**src/rtl/swk_pkg.sv**
```systemverilog
package swk_pkg;

   // Destination chosen for the program counter on a given cycle
   typedef enum logic [1:0] {
      DST_NONE   = 2'd0,
      DST_RESET  = 2'd1,
      DST_VECTOR = 2'd2,
      DST_RESUME = 2'd3
   } dest_e;

   // Arbiter implementation variants
   localparam int PICK_RIPPLE = 0;
   localparam int PICK_TWOS   = 1;

endpackage

```
**src/rtl/swk_gate.sv**
```systemverilog
// Per-source screening: a request is eligible only when masked in, and,
// for sources that need it, armed for visibility during sleep.
module swk_gate #(
   parameter int               N_SRC    = 8,
   parameter logic [N_SRC-1:0] ARM_NEED = '0
) (
   input  logic [N_SRC-1:0] irq_i,
   input  logic [N_SRC-1:0] imr_i,
   input  logic [N_SRC-1:0] arm_i,
   output logic [N_SRC-1:0] elig_o
);

   for (genvar k = 0; k < N_SRC; k++) begin : g_src
      if (ARM_NEED[k]) begin : g_armed
         assign elig_o[k] = irq_i[k] & imr_i[k] & arm_i[k];
      end else begin : g_plain
         assign elig_o[k] = irq_i[k] & imr_i[k];
      end
   end

endmodule

```
**src/rtl/swk_pick.sv**
```systemverilog
// Lowest-index-first one-hot selection with two build variants.
module swk_pick
   import swk_pkg::*;
#(
   parameter int N_SRC = 8,
   parameter int STYLE = PICK_RIPPLE
) (
   input  logic [N_SRC-1:0] req_i,
   output logic [N_SRC-1:0] grant_o,
   output logic             any_o
);

   if (STYLE != PICK_RIPPLE && STYLE != PICK_TWOS) begin : g_bad_style
      $error("swk_pick: unsupported STYLE");
   end

   if (STYLE == PICK_RIPPLE) begin : g_ripple
      // seen[k] is high when any request below k is present
      logic [N_SRC:0] seen;
      assign seen[0] = 1'b0;
      for (genvar k = 0; k < N_SRC; k++) begin : g_bit
         assign grant_o[k]  = req_i[k] & ~seen[k];
         assign seen[k+1]   = seen[k] | req_i[k];
      end
   end else begin : g_twos
      // isolate lowest set bit via two's complement
      logic [N_SRC-1:0] neg;
      assign neg     = (~req_i) + {{(N_SRC-1){1'b0}}, 1'b1};
      assign grant_o = req_i & neg;
   end

   assign any_o = |req_i;

endmodule

```
**src/rtl/swk_vecsel.sv**
```systemverilog
// AND-OR selection of one vector address from the flat table.
module swk_vecsel #(
   parameter int N_SRC  = 8,
   parameter int ADDR_W = 16
) (
   input  logic [N_SRC-1:0]        grant_i,
   input  logic [N_SRC*ADDR_W-1:0] tbl_i,
   output logic [ADDR_W-1:0]       addr_o
);

   logic [ADDR_W-1:0] part [N_SRC+1];

   assign part[0] = '0;
   for (genvar k = 0; k < N_SRC; k++) begin : g_or
      assign part[k+1] = part[k]
                       | (tbl_i[k*ADDR_W +: ADDR_W] & {ADDR_W{grant_i[k]}});
   end
   assign addr_o = part[N_SRC];

endmodule

```
**src/rtl/sleep_wake_ctrl.sv**
```systemverilog
module sleep_wake_ctrl
   import swk_pkg::*;
#(
   parameter int               N_SRC      = 8,
   parameter int               ADDR_W     = 16,
   parameter logic [N_SRC-1:0] ARM_NEED   = 8'hF0,
   parameter int               PICK_STYLE = PICK_RIPPLE
) (
   input  logic                     clk_i,
   input  logic                     rst_ni,
   input  logic                     idle_i,
   input  logic [N_SRC-1:0]         irq_i,
   input  logic [N_SRC-1:0]         imr_i,
   input  logic [N_SRC-1:0]         arm_i,
   input  logic                     gie_i,
   input  logic [ADDR_W-1:0]        next_pc_i,
   input  logic [N_SRC*ADDR_W-1:0]  vec_tbl_i,
   input  logic [ADDR_W-1:0]        reset_vec_i,
   output logic                     sleep_o,
   output logic                     wake_o,
   output logic [ADDR_W-1:0]        pc_o,
   output logic                     pc_load_o,
   output logic [N_SRC-1:0]         ack_o
);

   localparam int TBL_W = N_SRC * ADDR_W;

   if (N_SRC < 1 || N_SRC > 32) begin : g_bad_nsrc
      $error("sleep_wake_ctrl: N_SRC must be 1..32");
   end
   if (ADDR_W < 2 || ADDR_W > 64) begin : g_bad_addr
      $error("sleep_wake_ctrl: ADDR_W must be 2..64");
   end
   if (TBL_W != $bits(vec_tbl_i)) begin : g_bad_tbl
      $error("sleep_wake_ctrl: vector table width mismatch");
   end

   // ---------------- state ----------------
   logic              sleep_q;
   logic              boot_q;
   logic              gie_q;
   logic [ADDR_W-1:0] ret_q;
   logic              wake_q;
   logic              load_q;
   logic [ADDR_W-1:0] pc_q;
   logic [N_SRC-1:0]  ack_q;

   // ---------------- datapath ----------------
   logic [N_SRC-1:0]  elig;
   logic [N_SRC-1:0]  grant;
   logic              any_elig;
   logic [ADDR_W-1:0] vec_addr;
   dest_e             dest;

   swk_gate #(
      .N_SRC    (N_SRC),
      .ARM_NEED (ARM_NEED)
   ) u_gate (
      .irq_i  (irq_i),
      .imr_i  (imr_i),
      .arm_i  (arm_i),
      .elig_o (elig)
   );

   swk_pick #(
      .N_SRC (N_SRC),
      .STYLE (PICK_STYLE)
   ) u_pick (
      .req_i   (elig),
      .grant_o (grant),
      .any_o   (any_elig)
   );

   swk_vecsel #(
      .N_SRC  (N_SRC),
      .ADDR_W (ADDR_W)
   ) u_vecsel (
      .grant_i (grant),
      .tbl_i   (vec_tbl_i),
      .addr_o  (vec_addr)
   );

   // Destination decision: reset release outranks everything
   always_comb begin
      if (boot_q) begin
         dest = DST_RESET;
      end else if (sleep_q && any_elig) begin
         dest = gie_q ? DST_VECTOR : DST_RESUME;
      end else begin
         dest = DST_NONE;
      end
   end

   always_ff @(posedge clk_i or negedge rst_ni) begin
      if (!rst_ni) begin
         sleep_q <= 1'b0;
         boot_q  <= 1'b1;
         gie_q   <= 1'b0;
         ret_q   <= '0;
         wake_q  <= 1'b0;
         load_q  <= 1'b0;
         pc_q    <= '0;
         ack_q   <= '0;
      end else begin
         wake_q <= 1'b0;
         load_q <= 1'b0;
         ack_q  <= '0;
         case (dest)
            DST_RESET: begin
               boot_q  <= 1'b0;
               sleep_q <= 1'b0;
               wake_q  <= 1'b1;
               load_q  <= 1'b1;
               pc_q    <= reset_vec_i;
            end
            DST_VECTOR: begin
               sleep_q <= 1'b0;
               wake_q  <= 1'b1;
               load_q  <= 1'b1;
               pc_q    <= vec_addr;
               ack_q   <= grant;
            end
            DST_RESUME: begin
               sleep_q <= 1'b0;
               wake_q  <= 1'b1;
               load_q  <= 1'b1;
               pc_q    <= ret_q;
            end
            default: begin
               if (!sleep_q && idle_i) begin
                  sleep_q <= 1'b1;
                  gie_q   <= gie_i;
                  ret_q   <= next_pc_i;
               end
            end
         endcase
      end
   end

   assign sleep_o   = sleep_q;
   assign wake_o    = wake_q;
   assign pc_load_o = load_q;
   assign pc_o      = pc_q;
   assign ack_o     = ack_q;

   // ---------------- assertions ----------------

   wake_single_chk: assert property (@(posedge clk_i) disable iff (!rst_ni)
      wake_o |=> !wake_o);


   wake_not_asleep_chk: assert property (@(posedge clk_i) disable iff (!rst_ni)
      wake_o |-> (!sleep_o && pc_load_o));


   sleep_exit_chk: assert property (@(posedge clk_i) disable iff (!rst_ni)
      $fell(sleep_o) |-> wake_o);


   sleep_entry_chk: assert property (@(posedge clk_i) disable iff (!rst_ni)
      (!sleep_o && idle_i && !boot_q) |=> sleep_o);


   ack_onehot_chk: assert property (@(posedge clk_i) disable iff (!rst_ni)
      $onehot0(ack_o));


   ack_with_load_chk: assert property (@(posedge clk_i) disable iff (!rst_ni)
      (ack_o != '0) |-> (pc_load_o && wake_o));


   no_wake_awake_chk: assert property (@(posedge clk_i) disable iff (!rst_ni)
      (!sleep_o && !boot_q) |=> !wake_o);


   mask_block_chk: assert property (@(posedge clk_i) disable iff (!rst_ni)
      (sleep_o && ((irq_i & imr_i) == '0)) |=> !wake_o);


   ret_hold_chk: assert property (@(posedge clk_i) disable iff (!rst_ni)
      (sleep_o && !wake_o) |=> $stable(ret_q) && $stable(gie_q));

endmodule

```
**config.mk**
```make
export PLATFORM = sky130hd
export DESIGN_NAME = sleep_wake_ctrl
export DESIGN_NICKNAME = d
export VERILOG_FILES = /design/src/rtl/swk_pkg.sv /design/src/rtl/swk_gate.sv /design/src/rtl/swk_pick.sv /design/src/rtl/swk_vecsel.sv /design/src/rtl/sleep_wake_ctrl.sv
export SDC_FILE = /design/constraint.sdc
export NUM_CORES = 1
export LEC_CHECK = 0
export BUFFER_PORTS_ARGS = -buffer_cell sky130_fd_sc_hd__buf_2
export CAP_MARGIN = 20
export CORE_ASPECT_RATIO = 1.25
export CORE_MARGIN = 3
export CORE_UTILIZATION = 42
export CTS_CLUSTER_DIAMETER = 40
export DETAILED_ROUTE_END_ITERATION = 16
export PLACE_DENSITY = 0.83
export RECOVER_POWER = 25
export SYNTH_ARGS = -nofsm -noshare
export SYNTH_HDL_FRONTEND = slang
export SYNTH_SLANG_ARGS = --single-unit
```
**constraint.sdc**
```tcl
create_clock -name clk_i -period 2.4 [get_ports clk_i]
set_input_delay 0.24 -clock clk_i [delete_from_list [all_inputs] [get_ports clk_i]]
set_output_delay 0.24 -clock clk_i [all_outputs]
set_load 0.05 [all_outputs]
```
======== Word-level counts from Yosys, hierarchy flattened ========
Index checks and enable logic that the tools add are counted.
word-level totals
  register bits ........................... 44
  input port bits ......................... 188
cells by class
  multiplexer cells ....................... 8
  reductions and logical operators ........ 8
  bitwise gates (word level) .............. 48
  eq/ne operators ......................... 3
operator list
  operator              count
  $and A16 B16 Y16      8
  $or A16 B16 Y16       7
  $pmux W16 S3          1
  $and A1 B1 Y1         19
  $mux W8               1
  $not A1 Y1            8
  $reduce_or A8 Y1      1
  $or A1 B1 Y1          6
  $eq A2 B2 Y1 const B  2
  $mux W1               4
  $mux W2               2
  $reduce_bool A3 Y1    1
  $reduce_or A3 Y1      1
  $eq A2 B1 Y1 const B  1
  $logic_and A1 B1 Y1   2
  $reduce_and A2 Y1     1
  $reduce_bool A2 Y1    1
  $logic_not A1 Y1      1

======== Depth between registers and ports, before layout ========
Gate-level depths: netlist (run 1).
  word-level depth ........................ 12
  depth in mapped cells ................... 8

======== Cells and area by module ========
From an unflattened synthesis (run 1), not the netlist that was laid out.
unflattened totals
  cells, all modules ...................... 280
  area total of the unflattened synthesis .. 2899.0 um^2
modules (own cells, without submodules)
  module           sequential area each (um^2)  times used  cells an instance  area each (um^2)
  sleep_wake_ctrl  1102.3                       1           164                1994.4
  swk_vecsel       0.0                          1           96                 758.2
  swk_pick         0.0                          1           12                 96.3
  swk_gate         0.0                          1           8                  50.0

======== Worst setup path before layout (run 1) ========
No wires, ideal clock.
  path type ............................... flip-flop to flip-flop
  start point ............................. register sleep_q, in the netlist sleep_o
  end point ............................... register ret_q[0]
  cell stages (with the launch flop) ...... 5
  data required time ...................... 2275 ps
  arrival ................................. 1751 ps
  setup slack ............................. 524 ps
  library setup time ...................... 125 ps
  path buffers ............................ 2
  path through ............................ dfrtp_1 -> nor3b_1 -> clkbuf_1 -> buf_2 -> mux2_2
on the way
  word-level cells in the longest chain between the ends .. 7
ends and longest elaborated chain
  element                                       RTL line                text
  start: declaration                            sleep_wake_ctrl.sv:39   logic sleep_q;
  start signal: assignment                      sleep_wake_ctrl.sv:96   sleep_q <= 1'b0;
  start signal: assignment                      sleep_wake_ctrl.sv:111  sleep_q <= 1'b0;
  start signal: assignment                      sleep_wake_ctrl.sv:117  sleep_q <= 1'b0;
  $logic_and A1 B1 Y1                           sleep_wake_ctrl.sv:87   end else if (sleep_q && any_elig) begin
  $mux W2                                       sleep_wake_ctrl.sv:87
  $mux W2                                       sleep_wake_ctrl.sv:85   if (boot_q) begin
  $eq A2 B2 Y1 or $eq A2 B1 Y1 (tied branches)  sleep_wake_ctrl.sv:108  case (dest)
  $reduce_or A3 Y1 (no source line)             --
  $not A1 Y1 (no source line)                   --
  $reduce_and A2 Y1 (no source line) (*)        --
  end signal: assignment                        sleep_wake_ctrl.sv:133  ret_q <= next_pc_i;
  end: declaration                              sleep_wake_ctrl.sv:42   logic [ADDR_W-1:0] ret_q;
Mark *: on every way between the ends. The rest lies on a longest branch, timed or not.
A chain may end at the register's enable or synchronous reset.

======== Final worst setup path (run 1) ========
  start point ............................. input port irq_i[0]
  end point ............................... register pc_q[6], in the netlist pc_o[6]
on the way
  word-level cells in the longest chain between the ends .. 12
ends and longest elaborated chain
  element                                               RTL line                        text
  start: declaration                                    sleep_wake_ctrl.sv:12           input logic [N_SRC-1:0] irq_i,
  $and A1 B1 Y1 (*)                                     swk_gate.sv:17                  assign elig_o[k] = irq_i[k] & imr_i[k];
  $not A1 Y1 or $or A1 B1 Y1 (tied branches)            swk_pick.sv:22, swk_pick.sv:23
  $and A1 B1 Y1 (tied with other cells)                 swk_pick.sv:22                  assign grant_o[k] = req_i[k] & ~seen[k];
  $and A16 B16 Y16 (tied with other cells)              swk_vecsel.sv:16                | (tbl_i[k*ADDR_W +: ADDR_W] & {ADDR_W{grant_i[k]}});
  $or A16 B16 Y16 (tied with other cells) (5 in a row)  swk_vecsel.sv:16
  $or A16 B16 Y16 or $and A16 B16 Y16 (tied branches)   swk_vecsel.sv:16
  $or A16 B16 Y16                                       swk_vecsel.sv:16
  $pmux W16 S3                                          sleep_wake_ctrl.sv:108
  end signal: assignment                                sleep_wake_ctrl.sv:114          pc_q <= reset_vec_i;
  end signal: assignment                                sleep_wake_ctrl.sv:120          pc_q <= vec_addr;
  end signal: assignment                                sleep_wake_ctrl.sv:127          pc_q <= ret_q;
  end: declaration                                      sleep_wake_ctrl.sv:45           logic [ADDR_W-1:0] pc_q;
Marks and branches as above.

==> results of run 1 <==
## report_power, final
group	leakage, µW	switching [µW]	internal, µW
Sequential	0.000542	84.0	838
Clock	0.0000445	251	234
Combinational	0.00152	507	389
## registers in the layout (all words and copies together) (netlist names)
signal / cells
sleep_o: 1
ret_q: 16
ack_o: 8
pc_load_o: 1
gie_q: 1
boot_q: 1
pc_o: 16
## final timing paths
kind                                          start               endpoint  slack (ns)  depth (start not counted)
worst max-delay path                       irq_i[0]    pc_o[6]$_DFFE_PN0N_        0.38                          7
worst min-delay path                          gie_i      gie_q$_DFFE_PN0P_        0.15                          3
worst max register to register   boot_q$_DFFE_PN1N_  ret_q[13]$_DFFE_PN0P_        0.77                          3
worst min register to register  pc_o[5]$_DFFE_PN0N_    pc_o[5]$_DFFE_PN0N_        0.54                          2
max in group asynchronous                    rst_ni    pc_o[0]$_DFFE_PN0N_        0.84                          3
min in group asynchronous                    rst_ni     ack_o[0]$_DFF_PN0_        0.31                          2
## Yosys cell counts
| master | number |
|---|---|
| sky130_fd_sc_hd__a211oi_1 | 16 |
| sky130_fd_sc_hd__a211oi_4 | 1 |
| sky130_fd_sc_hd__a221o_1 | 16 |
| sky130_fd_sc_hd__a222oi_1 | 1 |
| sky130_fd_sc_hd__a22o_1 | 16 |
| sky130_fd_sc_hd__a31oi_1 | 16 |
| sky130_fd_sc_hd__and2_1 | 2 |
| sky130_fd_sc_hd__and3_1 | 4 |
| sky130_fd_sc_hd__and4_1 | 16 |
| sky130_fd_sc_hd__buf_1 | 2 |
| sky130_fd_sc_hd__buf_2 | 4 |
| sky130_fd_sc_hd__buf_4 | 4 |
| sky130_fd_sc_hd__buf_6 | 4 |
| sky130_fd_sc_hd__clkbuf_1 | 20 |
| sky130_fd_sc_hd__conb_1 | 1 |
| sky130_fd_sc_hd__dfrtp_1 | 43 |
| sky130_fd_sc_hd__dfstp_2 | 1 |
| sky130_fd_sc_hd__inv_1 | 16 |
| sky130_fd_sc_hd__inv_2 | 1 |
| sky130_fd_sc_hd__mux2_2 | 16 |
| sky130_fd_sc_hd__nand2_1 | 22 |
| sky130_fd_sc_hd__nand2b_1 | 1 |
| sky130_fd_sc_hd__nand3_1 | 19 |
| sky130_fd_sc_hd__nand3_2 | 1 |
| sky130_fd_sc_hd__nand3b_1 | 16 |
| sky130_fd_sc_hd__nand3b_4 | 1 |
| sky130_fd_sc_hd__nand4_1 | 1 |
| sky130_fd_sc_hd__nor2_1 | 21 |
| sky130_fd_sc_hd__nor2_4 | 1 |
| sky130_fd_sc_hd__nor2b_1 | 2 |
| sky130_fd_sc_hd__nor3_1 | 3 |
| sky130_fd_sc_hd__nor3b_1 | 1 |
| sky130_fd_sc_hd__o21ai_0 | 1 |
| sky130_fd_sc_hd__o221ai_1 | 9 |
| sky130_fd_sc_hd__o221ai_2 | 7 |
| sky130_fd_sc_hd__o311ai_1 | 7 |
| sky130_fd_sc_hd__o311ai_2 | 9 |
| sky130_fd_sc_hd__o31ai_4 | 1 |
| sky130_fd_sc_hd__or2_1 | 1 |
| sky130_fd_sc_hd__or3_1 | 1 |
## per-stage QoR
step / total power, µW / worst slack (ns) / area [µm²]
after CTS: 2320 / 0.378 / 4310
after floorplan: 1500 / 0.524 / 3150
after global routing: 2420 / 0.233 / 4330
after detailed placement: 1830 / 0.0666 / 4220
final: 2300 / 0.378 / 4330
after global placement: 1800 / 0.141 / 4220
## cells by family (layout without fill, tap and decap cells)
family	Yosys count	count (layout)
muxes	16	16
DFF	44	44
other	1	1
AOI/OAI and AO/OA	100	100
buffers and inverters	51	247
and+or+nand+nor	113	113
## worst max-delay path, stage by stage
cell and delay, ns:
sky130_fd_sc_hd__buf_2 0.11, sky130_fd_sc_hd__a222oi_1 0.34, sky130_fd_sc_hd__buf_4 0.31, sky130_fd_sc_hd__nand3_2 0.38, sky130_fd_sc_hd__o221ai_1 0.46, sky130_fd_sc_hd__a211oi_1 0.10, sky130_fd_sc_hd__o311ai_2 0.27
## layer usage
| layer | wire, µm | global-route usage, % |
|---|---|---|
| met1 | 4600 | 32.2 |
| met2 | 6060 | 46.7 |
| met3 | 826 | 5.44 |
| met4 | 350 | 9.78 |
| met5 | 13 | 0 |
## timing repair
action / CTS / global route
gates resized for setup: 0 / 0
hold endpoints to repair: 0 / 3
hold buffers: 0 / 1
## layout make-up
type	instances	area share (%)
Multi-Input combinational cell	230	41.9
Clock inverter	1	0.174
Tap cell	90	2.60
Timing Repair Buffer	222	26.4
Clock buffer	7	2.00
Inverter	17	1.48
Sequential cell	44	25.5
==> impl_results.html, run 1 <==
<table>
<tr><th>Metric</th><th>Value</th></tr>
<tr><th colspan="2">Placement</th></tr>
<tr><td>GP Congestion</td><td>0.889</td></tr>
<tr><td># port buffers</td><td>210</td></tr>
<tr><td>HPWL Detailed</td><td>9550 µm</td></tr>
<tr><td>DP Cell Count</td><td>601</td></tr>
<tr><th colspan="2">Yosys</th></tr>
<tr><td>Synthesized netlist net count</td><td>513</td></tr>
<tr><td>Area fraction in compound gates after synthesis</td><td>30.7%</td></tr>
<tr><td>Avg Inst Size Synth</td><td>9.70 µm²</td></tr>
<tr><td>Post-synthesis instance total</td><td>325</td></tr>
<tr><td>Cell types with the largest area share after synthesis</td><td>sky130_fd_sc_hd__dfrtp_1 34%, sky130_fd_sc_hd__mux2_2 5.7%, sky130_fd_sc_hd__a221o_1 5.1%, sky130_fd_sc_hd__o311ai_2 4.6%, sky130_fd_sc_hd__a22o_1 4.4%</td></tr>
<tr><td>Largest area contributor in the synthesized netlist</td><td>sky130_fd_sc_hd__dfrtp_1</td></tr>
<tr><td>Area share of fa/ha/maj cells after synthesis</td><td>0%</td></tr>
<tr><td>Proportion of synthesized area in mux cells</td><td>5.72%</td></tr>
<tr><td>Basic-gate share of the synthesized area counting and, or, nand and nor cells</td><td>20.8%</td></tr>
<tr><td>Sequential cell area fraction in the yosys report</td><td>35.0%</td></tr>
<tr><td>Area share of the leading cell type in the synthesized netlist</td><td>34.1%</td></tr>
<tr><td>Warning count from the yosys run</td><td>0</td></tr>
<tr><td>Number of distinct library cells after synthesis</td><td>40</td></tr>
<tr><td>Xor-xnor portion of the synthesized cell area</td><td>0%</td></tr>
<tr><td>Combinational family with the most area after synthesis</td><td>compound AO/OA/AOI/OAI gates</td></tr>
<tr><td>Syn Std Cell Area</td><td>3150 µm²</td></tr>
<tr><td>Post-synthesis register bit count</td><td>44</td></tr>
<tr><th colspan="2">STA</th></tr>
<tr><td>Final hold viol count</td><td>0</td></tr>
<tr><td>Minimum clock period</td><td>2.02 ns</td></tr>
<tr><td>Count of pins over their slew limit</td><td>0</td></tr>
<tr><td>Worst slew margin relative to its limit</td><td>32.6%</td></tr>
<tr><td>Final clock period utilization by the worst path</td><td>84.3%</td></tr>
<tr><td>Final total negative setup slack</td><td>0 ns</td></tr>
<tr><td>Worst hold slack</td><td>0.152 ns</td></tr>
<tr><td>Setup-violating endpoint count in the final report</td><td>0</td></tr>
<tr><td>Unrepaired setup endpoints after global routing</td><td>no</td></tr>
<tr><td>Slew at the pin closest to its max-slew limit</td><td>1.01 ns</td></tr>
<tr><td>Fin Clk Skew</td><td>0.00563 ns</td></tr>
<tr><td>Timing-limited maximum frequency</td><td>494 MHz</td></tr>
<tr><th colspan="2">Setup path</th></tr>
<tr><td>Worst EP arrival</td><td>2.22 ns</td></tr>
<tr><td>Startpoint kind of the worst setup timing path</td><td>primary input</td></tr>
<tr><td>Kind of end point of the critical path</td><td>flip-flop</td></tr>
<tr><td>Required time at the worst-slack endpoint</td><td>2.59 ns</td></tr>
<tr><td>Maximum fanout along the worst path</td><td>20</td></tr>
<tr><td>CP Class</td><td>primary input to flip-flop</td></tr>
<tr><th colspan="2">Flow run</th></tr>
<tr><td>Count of maximum capacitance violations</td><td>0</td></tr>
<tr><th colspan="2">Final layout</th></tr>
<tr><td>Total Nets Final</td><td>708</td></tr>
<tr><td>Final standard cell count with taps included and fillers excluded</td><td>611</td></tr>
<tr><td>Commonest non-fill, non-tap cell in the layout</td><td>sky130_fd_sc_hd__buf_2</td></tr>
<tr><td>Antenna diode count</td><td>0</td></tr>
<tr><td>Highest-count cells in the layout ignoring fill and taps</td><td>209 x sky130_fd_sc_hd__buf_2, 43 x sky130_fd_sc_hd__dfrtp_1, 22 x sky130_fd_sc_hd__nand2_1</td></tr>
<tr><td>Fraction of layout cells with a size suffix above 1</td><td>51.2%</td></tr>
<tr><td>Count of fill cells added during filler insertion</td><td>663</td></tr>
<tr><td>Footprint of the multi-input gates</td><td>1810 µm²</td></tr>
<tr><td>Area growth from synthesis to layout</td><td>37.2%</td></tr>
<tr><td>Storage element area</td><td>1100 µm²</td></tr>
<tr><td>Final Util</td><td>60.9%</td></tr>
<tr><th colspan="2">Die</th></tr>
<tr><td>Horizontal extent of the die</td><td>83.5 µm</td></tr>
<tr><td>Initial core utilization</td><td>44.4%</td></tr>
<tr><td>I/O pin total</td><td>215</td></tr>
<tr><td>Die outline area</td><td>8590 µm²</td></tr>
<tr><td>Core area</td><td>7100 µm²</td></tr>
<tr><td>Placement Rows</td><td>34</td></tr>
<tr><td>Y dimension of the die</td><td>103 µm</td></tr>
<tr><th colspan="2">CTS</th></tr>
<tr><td>Number of levels in the clock H-tree</td><td>2</td></tr>
<tr><td>CTS Buffer Depth</td><td>2</td></tr>
<tr><td>CTS buffer count</td><td>5</td></tr>
<tr><td>Sink count of the clock tree</td><td>44</td></tr>
<tr><td>Clock Latency Late Sink</td><td>0.29 ns</td></tr>
<tr><td>Clock-pin slew of the registers on the worst-case setup and hold paths</td><td>0.08 ns</td></tr>
<tr><td>Root cell of the clock tree</td><td>sky130_fd_sc_hd__clkbuf_8</td></tr>
<tr><td>Clock tree from TritonCTS</td><td>done</td></tr>
<tr><td>Setup bufs post-CTS</td><td>0</td></tr>
<tr><th colspan="2">Routing</th></tr>
<tr><td>Final routed wirelength across all metal layers</td><td>11,900 µm</td></tr>
<tr><td>Number of antenna-violating nets in the routed design</td><td>0</td></tr>
<tr><td>Average wire length per cell after detail routing</td><td>19.4 µm</td></tr>
<tr><td>Number of vias per cell after detailed routing</td><td>5.80</td></tr>
<tr><td>Via count of the routed design</td><td>3,542</td></tr>
<tr><td>Remaining routing DRC violations</td><td>0</td></tr>
<tr><td>Detailed-routing iteration count for the pre-antenna-repair pass</td><td>4</td></tr>
<tr><td>Violation count after the first detailed-routing iteration</td><td>177</td></tr>
<tr><th colspan="2">Global route</th></tr>
<tr><td>Initial antenna violation count</td><td>1</td></tr>
<tr><td>GRT overflow</td><td>0</td></tr>
<tr><td>First-pass GRT wire length</td><td>18,000 µm</td></tr>
<tr><td>Via count of the first global-routing pass</td><td>3,590</td></tr>
<tr><td>Overall routing resource usage</td><td>26.4%</td></tr>
<tr><td>Pin count of the biggest net entering global routing</td><td>45</td></tr>
<tr><th colspan="2">Pwr</th></tr>
<tr><td>PwrDens</td><td>532 nW/µm²</td></tr>
<tr><td>Static Leakage</td><td>0.00210 µW</td></tr>
<tr><td>Max VDD drop</td><td>0.341 mV</td></tr>
<tr><th colspan="2">Outcome</th></tr>
<tr><td>Run status</td><td>complete, no violations</td></tr>
<tr><th colspan="2">Worst hold path</th></tr>
<tr><td>Path category of the worst min-delay check</td><td>primary input to flip-flop</td></tr>
</table>
(Power assumes the default switching activity.)
==> run 2: changes to the inputs <==
==> constraint.sdc (replaced) <==
create_clock -name clk_i -period 1.9 [get_ports clk_i]
set_input_delay 0.19 -clock clk_i [delete_from_list [all_inputs] [get_ports clk_i]]
set_output_delay 0.19 -clock clk_i [all_outputs]
set_load 0.05 [all_outputs]
==> impl_results.html, run 2 (same netlist as run 1, synthesis figures left out) <==
<table>
<tr><th>Metric</th><th>Value</th></tr>
<tr><th colspan="2">Outcome</th></tr>
<tr><td>Run status</td><td>complete, no violations</td></tr>
<tr><th colspan="2">Flow run</th></tr>
<tr><td>Count of maximum capacitance violations</td><td>0</td></tr>
<tr><th colspan="2">Placement</th></tr>
<tr><td>Placed cell area</td><td>4420 µm²</td></tr>
<tr><td>HPWL Detailed</td><td>9610 µm</td></tr>
<tr><td># port buffers</td><td>210</td></tr>
<tr><td>GP Congestion</td><td>0.892</td></tr>
<tr><th colspan="2">Routing</th></tr>
<tr><td>Via count of the routed design</td><td>3,683</td></tr>
<tr><td>Number of vias per cell after detailed routing</td><td>5.90</td></tr>
<tr><td>Remaining routing DRC violations</td><td>0</td></tr>
<tr><td>Detailed-routing iteration count for the pre-antenna-repair pass</td><td>5</td></tr>
<tr><td>Number of antenna-violating nets in the routed design</td><td>0</td></tr>
<tr><td>Final routed wirelength across all metal layers</td><td>12,000 µm</td></tr>
<tr><td>Average wire length per cell after detail routing</td><td>19.2 µm</td></tr>
<tr><td>Violation count after the first detailed-routing iteration</td><td>192</td></tr>
<tr><th colspan="2">Pwr</th></tr>
<tr><td>Relative contribution of sequential cells to total power</td><td>37.8%</td></tr>
<tr><td>Internal Pwr Total</td><td>1980 µW</td></tr>
<tr><td>Static Leakage</td><td>0.00221 µW</td></tr>
<tr><td>Combinational share of power</td><td>38.6%</td></tr>
<tr><td>NetSw</td><td>1090 µW</td></tr>
<tr><td>Clock network fraction of design power</td><td>23.6%</td></tr>
<tr><td>PwrDens</td><td>675 nW/µm²</td></tr>
<tr><td>Max VDD drop</td><td>0.588 mV</td></tr>
<tr><td>Switching share of power</td><td>35.5%</td></tr>
<tr><th colspan="2">Setup path</th></tr>
<tr><td>Reg2reg setup slack</td><td>0.30 ns</td></tr>
<tr><td>Buffers and inverters on the worst path</td><td>3</td></tr>
<tr><td>RR Endpoint</td><td>pc_o[2]$_DFFE_PN0N_</td></tr>
<tr><td>Crit-path leading delay family</td><td>compound AO/OA/AOI/OAI gates</td></tr>
<tr><td>Slowest cell on crit path</td><td>sky130_fd_sc_hd__a222oi_1</td></tr>
<tr><td>CP Class</td><td>primary input to flip-flop</td></tr>
<tr><td>Maximum fanout along the worst path</td><td>13</td></tr>
<tr><td>Required time at the worst-slack endpoint</td><td>2.09 ns</td></tr>
<tr><td>Critical Path, Cell by Cell</td><td>buf_2, a222oi_1, buf_4, nand3b_4, buf_12, o221ai_2, a211oi_1, o311ai_2</td></tr>
<tr><td>Kind of end point of the critical path</td><td>flip-flop</td></tr>
<tr><td>R2r startpoint</td><td>gie_q$_DFFE_PN0P_</td></tr>
<tr><td>Worst EP arrival</td><td>1.85 ns</td></tr>
<tr><td>Startpoint kind of the worst setup timing path</td><td>primary input</td></tr>
<tr><td>Crit-path max cell delay</td><td>0.38 ns</td></tr>
<tr><td>Number of cells traversed by the worst register-to-register path</td><td>5</td></tr>
<tr><th colspan="2">Final layout</th></tr>
<tr><td>Antenna diode count</td><td>0</td></tr>
<tr><td>Total Nets Final</td><td>721</td></tr>
<tr><td>Final Util</td><td>63.9%</td></tr>
<tr><td>Highest-count cells in the layout ignoring fill and taps</td><td>210 x sky130_fd_sc_hd__buf_2, 43 x sky130_fd_sc_hd__dfrtp_1, 22 x sky130_fd_sc_hd__nand2_1</td></tr>
<tr><td>Post-Layout Inst Area</td><td>4540 µm²</td></tr>
<tr><td>Fraction of layout cells with a size suffix above 1</td><td>52.8%</td></tr>
<tr><td>Area growth from synthesis to layout</td><td>44.1%</td></tr>
<tr><td>Count of fill cells added during filler insertion</td><td>592</td></tr>
<tr><td>Commonest non-fill, non-tap cell in the layout</td><td>sky130_fd_sc_hd__buf_2</td></tr>
<tr><th colspan="2">Global route</th></tr>
<tr><td>Via count of the first global-routing pass</td><td>3,610</td></tr>
<tr><td>Pin count of the biggest net entering global routing</td><td>45</td></tr>
<tr><td>First-pass GRT wire length</td><td>18,100 µm</td></tr>
<tr><td>Overall routing resource usage</td><td>26.4%</td></tr>
<tr><td>GRT overflow</td><td>0</td></tr>
<tr><td>Initial antenna violation count</td><td>0</td></tr>
<tr><th colspan="2">Die</th></tr>
<tr><td>Die outline area</td><td>8590 µm²</td></tr>
<tr><td>Initial core utilization</td><td>44.4%</td></tr>
<tr><td>Placement Rows</td><td>34</td></tr>
<tr><td>Core area</td><td>7100 µm²</td></tr>
<tr><td>Horizontal extent of the die</td><td>83.5 µm</td></tr>
<tr><td>I/O pin total</td><td>215</td></tr>
<tr><td>Y dimension of the die</td><td>103 µm</td></tr>
<tr><th colspan="2">CTS</th></tr>
<tr><td>CTS Buffer Depth</td><td>2</td></tr>
<tr><td>Clock-pin slew of the registers on the worst-case setup and hold paths</td><td>0.09 ns</td></tr>
<tr><td>Sink count of the clock tree</td><td>44</td></tr>
<tr><td>Clock tree from TritonCTS</td><td>done</td></tr>
<tr><td>CTS buffer count</td><td>5</td></tr>
<tr><td>Number of levels in the clock H-tree</td><td>2</td></tr>
<tr><td>Root cell of the clock tree</td><td>sky130_fd_sc_hd__clkbuf_8</td></tr>
<tr><td>Clock Latency Late Sink</td><td>0.29 ns</td></tr>
<tr><th colspan="2">STA</th></tr>
<tr><td>Slew at the pin closest to its max-slew limit</td><td>1.13 ns</td></tr>
<tr><td>Unrepaired setup endpoints after global routing</td><td>no</td></tr>
<tr><td>Setup-violating endpoint count in the final report</td><td>0</td></tr>
<tr><td>Final hold viol count</td><td>0</td></tr>
<tr><td>Count of pins over their slew limit</td><td>0</td></tr>
<tr><td>Worst slew margin relative to its limit</td><td>24.7%</td></tr>
<tr><td>Fin Clk Skew</td><td>0.00880 ns</td></tr>
<tr><td>Final clock period utilization by the worst path</td><td>87.5%</td></tr>
<tr><td>Minimum clock period</td><td>1.66 ns</td></tr>
<tr><td>Timing-limited maximum frequency</td><td>601 MHz</td></tr>
<tr><th colspan="2">Worst hold path</th></tr>
<tr><td>WHS Endpoint</td><td>gie_q$_DFFE_PN0P_</td></tr>
<tr><td>Path category of the worst min-delay check</td><td>primary input to flip-flop</td></tr>
<tr><td>Start point of the worst min-delay path</td><td>gie_i</td></tr>
<tr><td>Count of cells along the worst hold path</td><td>3</td></tr>
</table>
==> run 2: changes by cell type in the layout (fill, tap and decap cells not counted), sizes merged <==
| cell | previous run | this run |
|---|---|---|
| clkinv | 0 | 1 |
| bufinv | 0 | 1 |
| clkbuf | 9 | 6 |
| buf | 219 | 233 |
==> run 2: area by class of cell <==
type,count,area [µm²],share of cell area [%]
Multi-Input combinational cell,230,1810,39.9
Timing Repair Buffer,235,1340,29.5
Sequential cell,44,1100,24.3
Tap cell,90,113,2.48
Clock buffer,5,68.8,1.52
Inverter,17,63.8,1.40
Clock inverter,3,42.5,0.937
==> run 2: worst register-to-register path, delay by kind of cell (launching register included) <==
family | cells | cell delay, ns
AOI/OAI and AO/OA | 4 | 0.95
DFF | 1 | 0.37
buffers and inverters | 1 | 0.16
==> run 2: repair_timing <==
item / CTS / global route
hold buffers: 1 / 0
resized for setup: 0 / 0
buffers inserted: 0 / 0
hold endpoints to repair: 34 / 0
==> run 2: through the flow <==
stage	hold slack (ns)	power, µW	cells	setup WS (ns)	TNS (ns)
finish	0.0932	3070	624	0.237	0
global route	0.0967	3220	624	0.146	0
CTS	0.0858	3070	624	0.255	0
detailed placement	0.311	2350	615	-0.0482	-0.339
global placement	0.306	2320	615	0.0151	0
floorplan	-0.106	1890	325	0.0237	0
==> run 2: how the worst max path moves through the flow <==
stage	start	to	slack (ns)	cells past startpoint
4_1_cts	irq_i[0]	pc_o[14]$_DFFE_PN0N_	0.26	8
2_1_floorplan	sleep_o$_DFFE_PN0P_	ret_q[0]$_DFFE_PN0P_	0.02	4
5_1_grt	irq_i[1]	pc_o[15]$_DFFE_PN0N_	0.15	8
3_3_place_gp	irq_i[0]	pc_o[14]$_DFFE_PN0N_	0.02	8
6_report	irq_i[0]	pc_o[14]$_DFFE_PN0N_	0.24	8
3_5_place_dp	irq_i[0]	pc_o[14]$_DFFE_PN0N_	-0.05	8
==> run 2: power by group through the flow <==
stage | clock, µW | sequential, µW | combinational (µW)
floorplan | 0 | 1310 | 577
global placement | 0 | 1170 | 1150
detailed placement | 0 | 1180 | 1180
CTS | 736 | 1160 | 1180
global route | 767 | 1180 | 1270
finish | 722 | 1160 | 1180
==> run 2: layer usage <==
layer	track usage (%)	wire [µm]
met1	31.3	4620
met2	47.9	6140
met3	6.71	990
met4	7.55	241
met5	0	0
